[src/rtl/lpm_wake_ctrl.sv]
module lpm_wake_ctrl #(
  parameter int          SYNC     = 2,
  parameter logic [15:0] VEC_RST  = 16'hFFFE,
  parameter logic [15:0] VEC_BRK  = 16'hFFFC,
  parameter logic [15:0] VEC_IRQ  = 16'hFFFA,
  parameter logic [15:0] VEC_CGEN = 16'hFFF8,
  parameter logic [15:0] VEC_TICK = 16'hFFF6
) (
  input  logic        clk,
  input  logic        por_n,
  input  logic        ext_rst_n,
  input  logic        irq_n,
  input  logic        brk_req,
  input  logic        wdog_to,
  input  logic        lvi_trip,
  input  logic        cgen_irq,
  input  logic        tb_tick,
  input  logic        osc_in_stop,
  input  logic        wait_req,
  input  logic        stop_req,
  output logic        cpu_clk_en,
  output logic        tb_clk_en,
  output logic        tb_reg_en,
  output logic        vec_is_rst,
  output logic        vec_stb,
  output logic [15:0] vec_addr
);

  typedef enum logic [2:0] {S_RST, S_RUN, S_WAIT, S_STOP, S_FHI, S_FLO} st_t;

  st_t         st;
  logic [SYNC:0] irq_sh;
  logic        irq_pend;
  logic [15:0] vbase;
  logic        vrst;

  wire any_rst = ~ext_rst_n | wdog_to | lvi_trip;
  wire halted  = (st == S_WAIT) | (st == S_STOP);
  wire irq_fall = irq_sh[SYNC] & ~irq_sh[SYNC-1];

  wire w_brk  = brk_req;
  wire w_irq  = irq_pend;
  wire w_cgen = cgen_irq & (st == S_WAIT);
  wire w_tick = tb_tick & ((st == S_WAIT) | osc_in_stop);
  wire wake   = halted & (w_brk | w_irq | w_cgen | w_tick);
  wire irq_ack = wake & ~w_brk & w_irq;

  logic [15:0] wake_vec;
  always_comb begin
    if (w_brk)       wake_vec = VEC_BRK;
    else if (w_irq)  wake_vec = VEC_IRQ;
    else if (w_cgen) wake_vec = VEC_CGEN;
    else             wake_vec = VEC_TICK;
  end

  always_ff @(posedge clk or negedge por_n) begin
    if (!por_n) begin
      st       <= S_RST;
      irq_sh   <= '1;
      irq_pend <= 1'b0;
      vbase    <= VEC_RST;
      vrst     <= 1'b1;
    end else begin
      irq_sh <= {irq_sh[SYNC-1:0], irq_n};
      if (any_rst) begin
        st       <= S_RST;
        irq_pend <= 1'b0;
      end else begin
        irq_pend <= (irq_pend & ~irq_ack) | irq_fall;
        case (st)
          S_RST: begin
            st    <= S_FHI;
            vbase <= VEC_RST;
            vrst  <= 1'b1;
          end
          S_RUN: begin
            if (stop_req)      st <= S_STOP;
            else if (wait_req) st <= S_WAIT;
          end
          S_WAIT, S_STOP: begin
            if (wake) begin
              st    <= S_FHI;
              vbase <= wake_vec;
              vrst  <= 1'b0;
            end
          end
          S_FHI:   st <= S_FLO;
          default: st <= S_RUN;
        endcase
      end
    end
  end

  assign cpu_clk_en = (st == S_RUN) | vec_stb;
  assign tb_clk_en  = ~((st == S_STOP) & ~osc_in_stop);
  assign tb_reg_en  = (st != S_STOP);
  assign vec_stb    = (st == S_FHI) | (st == S_FLO);
  assign vec_is_rst = vec_stb & vrst;
  assign vec_addr   = !vec_stb ? 16'h0000 : (st == S_FLO) ? vbase + 16'd1 : vbase;

endmodule


[config.mk]
export PLATFORM = sky130hd
export DESIGN_NAME = lpm_wake_ctrl
export DESIGN_NICKNAME = d
export VERILOG_FILES = /design/src/rtl/lpm_wake_ctrl.sv
export SDC_FILE = /design/constraint.sdc
export NUM_CORES = 1
export LEC_CHECK = 0
export ABC_AREA = 0
export BUFFER_PORTS_ARGS = -buffer_cell sky130_fd_sc_hd__buf_2
export CAP_MARGIN = 5
export CORE_MARGIN = 2
export CORE_UTILIZATION = 28
export CTS_CLUSTER_DIAMETER = 30
export CTS_CLUSTER_SIZE = 14
export DETAILED_ROUTE_END_ITERATION = 8
export PLACE_DENSITY_LB_ADDON = 0.12
export SETUP_SLACK_MARGIN = 0.3
export SLEW_MARGIN = 20
export SYNTH_ARGS = -nofsm -noshare
export SYNTH_HDL_FRONTEND = slang
export SYNTH_SLANG_ARGS = --single-unit
[constraint.sdc]
create_clock -name clk -period 3.07 [get_ports clk]
set_clock_uncertainty 0.2 [all_clocks]
set_input_delay 0.614 -clock clk [delete_from_list [all_inputs] [get_ports clk]]
set_output_delay 0.614 -clock clk [all_outputs]
set_load 0.01 [all_outputs]
==> flow_summary.yaml, run 1 <==
status:
  status: "complete, no violations"
cells_and_area:
  fin_cells: 119
  diodes: 0
  fill_cells: 244
  post-route-util_pct: 35.5
  drive_gt1_share_pct: 49.5
  synthToLayoutAreaGrowth_pct: 18.5
  final_area_um2: 792
  num-nets-final: 104
clock_tree:
  cts_max_level: 1
  ctsResizeCount: 0
  hold_buffers: 0
  cts_setup_buffers: 0
  cts_buffers: 3
  clk_latency_ns: 0.26
  clk_pin_slew_ns: 0.07
  clkSinkCount: 11
  cts_tree: "built"
  clockBufferDepth: 2
  ctsRootBufferMaster: "clkbuf_4"
floorplanning:
  die_w_um: 52.9
  coreArea_mm2: 0.00223
  rows: 17
  pin_count: 33
  die_area_mm2: 0.00279
  die_height_um: 52.9
  initial_core_util_pct: 29.9
setup_path:
  slowest_delay_ns: 0.46
  cp.required_ns: 2.26
  cp_data_arrival_time_ns: 1.47
  worstSetupStartpointType: "flop"
  timing.rr.start: "st[2]"
  rr_worst_depth: 4
  path_cells: "and2b_1 -> and2_1 -> buf_2"
  crit_fanout: 17
  cp-end-kind: "primary output"
  r2r-end: "vbase[1]"
  crit_slowest_cell: "dfrtp_1"
  path_class: "reg2out"
  ff2ff_setup_slack_ns: 1.13
sta:
  finalMaxSlewViolations: 0
  fin_tns_setup_ns: 0
  fin_crit_sh_pct: 74.2
  worstMarginPinSlew_ns: 0.349
  fmax_mhz: 439
  slew_headroom_pct: 76.1
  finalSetupViolCount: 0
  min_period_ns: 2.28
  hold_viol: 0
  grt_setup_unrepaired: "no"
yosys:
  synthTopCellsByArea: "dfstp_2 (28%), dfrtp_1 (15%), buf_4 (13%), nor2_1 (5.1%), and2_1 (4.7%)"
  ys_seq_area_share_pct: 42.5
  ys_types: 26
  yosys_register_bits: 11
  async_flop_share_pct: 100
  yosysWarnings: 0
  syn_area_per_cell_um2: 9.68
  yosysTopAreaCell: "dfstp_2"
  synth_edf_count: 0
  synthCells: 69
  netlist_area_um2: 668
  yosysTopAreaCellShare_pct: 27.5
  syn_nets: 81
  ys_dominant_reg_cell: "dfstp_2"
  synth_common_cells: "buf_4 (12), nor2_1 (9), dfstp_2 (7), and2_1 (5), o21ai_0 (5)"
  synthMostInstantiatedCell: "buf_4"
global_routing:
  antenna_found_initial: 0
  gr-usage-met3_pct: 1.98
  grt_pass1_vias: 438
  gr-usage-met2_pct: 12.3
  grt-ovfl-total: 0
  busiest_layer: "met1"
  met1_usage_pct: 15.4
  grt_pass1_wl_um: 2010
  grt_max_degree: 18
  track_usage_pct: 10.2
routing:
  ant_nets: 0
  num_vias: 522
  routedWlPerCell_um: 10.6
  drc: 0
  drt-initial-drc-count: 5
  wl_um: 1260
  vias_per_cell: 4.39
  dr.pass1.iters: 4
power_and_ir_drop:
  comb_power_share_pct: 14.0
  p_sw_share_pct: 24.4
  seqPwrFrac_pct: 54.1
  internal_power_uw: 227
  pwr-share-clk_pct: 31.8
  irDropWorstVdd_mv: 0.206
  power_density_mw_per_mm2: 379
  p_leak_uw: 0.000384
  p_switching_uw: 73.3
place:
  place_inst: 115
  dpl-instance-area_um2: 766
  hpwl_um: 990
  portBuffers: 32
  gp_congestion: 0.744
min_path:
  min_path_type: "in2async"
flow_run:
  drv_cap: 0
power by group through the flow:
stage               sequential, uW  combinational (uW)  clock, uW
finish                         162                42.0       95.5
global route                   164                47.9        110
CTS                            163                42.5       99.4
detailed placement             165                42.5          0
global placement               165                42.5          0
floorplan                      163                30.6          0
kinds of logic after synthesis:
kind of cell	share of synthesized area, %
and+or+nand+nor	24.7
DFF	42.5
buffers and inverters	15.2
AOI/OAI and AO/OA	16.1
muxes	1.50
per-layer routing:
metal	wire [um]	up-vias
li1	-	268
met1	637	224
met2	490	28
met3	113	2
met4	18	0
met5	0	-
cells in the final DEF, fill, tap and decap left out, drive strengths merged:
| cell type | Yosys | routed |
|---|---|---|
| clkbuf | 2 | 4 |
| dfrtp | 4 | 4 |
| mux2i | 1 | 1 |
| nor2 | 9 | 9 |
| and2b | 2 | 2 |
| inv | 1 | 1 |
| dfstp | 7 | 7 |
| or2 | 1 | 1 |
| nand2b | 2 | 2 |
| o32a | 1 | 1 |
| and2 | 5 | 5 |
| or3 | 1 | 1 |
| o21ai | 5 | 5 |
| nor2b | 2 | 2 |
| nand3b | 1 | 1 |
| a221oi | 1 | 1 |
| nor3 | 1 | 1 |
| nor3b | 1 | 1 |
| a21oi | 4 | 4 |
| buf | 12 | 32 |
| o21bai | 1 | 1 |
| a2111oi | 2 | 2 |
| or2b | 1 | 1 |
| or3b | 2 | 2 |
worst max-delay path, delay by kind of cell (launching register included):
kind | cells | cell delay, ns
simple gates | 2 | 0.62
flops | 1 | 0.46
buf+inv | 1 | 0.12
worst max path at each step:
stage / slack, ns / depth (start not counted) / to / start
6_report: 0.79 / 3 / vec_addr[3] / st[1]
5_1_grt: 0.62 / 3 / vec_addr[1] / st[2]
4_1_cts: 0.76 / 3 / vec_addr[3] / st[2]
3_5_place_dp: 0.89 / 5 / vbase[3] / wdog_to
3_3_place_gp: 0.88 / 5 / vbase[3] / wdog_to
2_1_floorplan: 1.05 / 3 / vec_addr[1] / st[2]
through the flow:
stage	power (uW)	hold slack [ns]	setup slack, ns
2_1_floorplan	193	0.118	1.05
3_3_place_gp	208	0.146	0.876
3_5_place_dp	208	0.151	0.895
4_1_cts	305	0.00938	0.762
5_1_grt	322	0.0104	0.618
6_report	300	0.0123	0.791
sequential cells by signal, indices dropped and copies added (netlist names):
signal    flops
vrst          1
st            3
irq_sh        3
irq_pend      1
vbase         3
final cells by class:
class,instances,area [um^2],area share [%]
Clock buffer,4,26.3,3.32
Inverter,1,3.75,0.474
Multi-Input combinational cell,43,283,35.7
Sequential cell,11,284,35.9
Tap cell,28,35.0,4.42
Timing Repair Buffer,32,160,20.2
(Power assumes the default switching activity.)
==> run 2: changes to the inputs <==
ABC_AREA = 1   (was 0)
clock period = 1.9 ns   (was 3.07 ns; I/O delays follow)
==> flow_summary.yaml, run 2 <==
status:
  status: "complete, no violations"
cells_and_area:
  fin_cells: 162
  layout_commonest_cell: "buf_2"
  most-common-layout-cells: "buf_2 (32), nand2_1 (19), nor2_1 (12)"
  drive_gt1_share_pct: 55.3
  post-route-util_pct: 40.7
  diodes: 0
  largestRegisters: "irq_sh: 3 flops, st: 3 flops, vbase: 3 flops"
  num-nets-final: 145
  final_area_um2: 990
  synthToLayoutAreaGrowth_pct: 39.5
  fill_cells: 264
routing:
  drt-initial-drc-count: 8
  num_vias: 652
  routedWlPerCell_um: 9.62
  wl_um: 1560
  ant_nets: 0
  drc: 0
  vias_per_cell: 4.02
  dr.pass1.iters: 4
clock_tree:
  clk_pin_slew_ns: 0.08
  clockBufferDepth: 2
  clk_latency_ns: 0.27
  cts_tree: "built"
  clkSinkCount: 11
  cts_buffers: 3
  ctsRootBufferMaster: "clkbuf_4"
  cts_max_level: 1
sta:
  worstMarginPinSlew_ns: 0.442
  hold_viol: 0
  min_period_ns: 1.78
  fin_tns_setup_ns: 0
  finalSetupViolCount: 0
  finalMaxSlewViolations: 0
  fmax_mhz: 562
  slew_headroom_pct: 70.4
  fin_crit_sh_pct: 93.7
  grt_setup_unrepaired: "yes"
yosys:
  async_flop_share_pct: 100
  synth_edf_count: 0
  ys_dominant_reg_cell: "dfstp_2"
  netlist_area_um2: 709
  synth_common_cells: "nand2_1 (21), nor2_1 (13), buf_4 (12), inv_1 (11)"
  synthMostInstantiatedCell: "nand2_1"
  yosysTopAreaCell: "dfstp_2"
  ys_seq_area_share_pct: 40.0
  ys_types: 20
  yosys_register_bits: 11
  syn_nets: 109
  syn_area_per_cell_um2: 7.31
  synthTopCellsByArea: "dfstp_2 (26%), dfrtp_1 (14%), buf_4 (13%), nand2_1 (11%), nor2_1 (6.9%)"
  yosysTopAreaCellShare_pct: 25.9
  synthCells: 97
  yosysWarnings: 0
setup_path:
  ff2ff_setup_slack_ns: 0.25
  timing.rr.start: "st[1]"
  path_cells: "inv_4 -> nor2_4 -> inv_2 -> nor2_1 -> buf_2"
  rr_worst_depth: 10
  worstPathBufferInverterCount: 3
  crit_fanout: 5
  cp.required_ns: 1.32
  path_class: "reg2out"
  r2r-end: "st[0]"
  cp_data_arrival_time_ns: 1.20
  cp-end-kind: "primary output"
  worstSetupStartpointType: "flop"
  slowest_delay_ns: 0.43
  crit_slowest_cell: "dfrtp_2"
  cp_top_family: "flip-flops"
min_path:
  hold_path_depth: 4
  hp-start: "wdog_to"
  min_path_type: "in2reg"
  hold_path_end: "st[0]"
global_routing:
  track_usage_pct: 11.8
  grt_max_degree: 14
  grt_pass1_wl_um: 2360
  grt-ovfl-total: 0
  antenna_found_initial: 0
  grt_pass1_vias: 567
floorplanning:
  die_height_um: 54.3
  die_area_mm2: 0.00295
  die_w_um: 54.3
  initial_core_util_pct: 29.2
  pin_count: 33
  rows: 18
  coreArea_mm2: 0.00243
place:
  gp_congestion: 0.803
  place_inst: 147
  portBuffers: 32
  hpwl_um: 1170
  dpl-instance-area_um2: 825
power_and_ir_drop:
  power_uw: 549
  power_density_mw_per_mm2: 554
  irDropWorstVdd_mv: 0.308
  p_leak_uw: 0.000545
flow_run:
  drv_cap: 0
run 2: repair_timing:
action | 4_1_cts | 5_1_grt
buffers inserted | 7 | 2
gates resized for setup | 4 | 8
pin swaps | 2 | 3
endpoints found under the setup margin | 21 | 28
hold endpoints to repair | 5 | 0
hold buffers | 2 | 0
cloned | 0 | 0
run 2: power breakdown:
part	switching [uW]	leakage, uW	internal, uW	total [uW]
sequential	12.1	0.000126	268	281
clock	85.6	0.0000150	81.3	167
combinational	55.9	0.000404	45.4	101
run 2: cell type report:
type                    instances  area [um^2]  share of cell area [%]
multi-input cells              55          298                    30.1
flip-flops and latches         11          287                    29.0
repair buffers                 43          268                    27.1
well taps                      30         37.5                    3.79
clock buffers                   4         26.3                    2.65
inverters                      19         73.8                    7.46
run 2: through the flow:
stage / hold slack, ns / setup slack (ns)
2_1_floorplan: -0.116 / 0.296
3_3_place_gp: 0.0696 / 0.257
3_5_place_dp: 0.0669 / 0.224
4_1_cts: 0.157 / 0.124
5_1_grt: 0.163 / 0.0437
6_report: 0.154 / 0.119
run 2: logic make-up (layout without fill, tap and decap cells):
logic type,after synthesis,after routing,synth area share [%]
and+or+nand+nor,48,48,31.7
buffers and inverters,31,66,22.8
DFF,11,11,40.0
AOI/OAI and AO/OA,7,7,5.47
run 2: how the worst max path moves through the flow:
| stage | start | to | slack, ns | cells after the start |
|---|---|---|---|---|
| 4_1_cts | st[2] | vec_addr[2] | 0.12 | 5 |
| 3_3_place_gp | st[2] | vec_addr[3] | 0.26 | 5 |
| 2_1_floorplan | st[2] | vec_addr[1] | 0.30 | 4 |
| 3_5_place_dp | st[2] | vec_addr[2] | 0.22 | 5 |
| 5_1_grt | st[2] | vec_addr[3] | 0.04 | 5 |
| 6_report | st[2] | vec_addr[2] | 0.12 | 5 |
run 2: per-layer routing:
layer / vias up / track usage [%] / share of wire [%]
met4: 0 / 8.75 / 1.2
met3: 2 / 1.91 / 5.0
met5: - / 0 / 0
met1: 282 / 13.9 / 44
li1: 350 / - / -
met2: 18 / 19.1 / 50
run 2: worst reg2reg max path: cells and delay by family (launching register included):
family	cells	cell delay (ns)
flip-flops	1	0.46
AND/OR/NAND/NOR	5	0.37
buffers and inverters	4	0.41
AO/OA/AOI/OAI	1	0.12
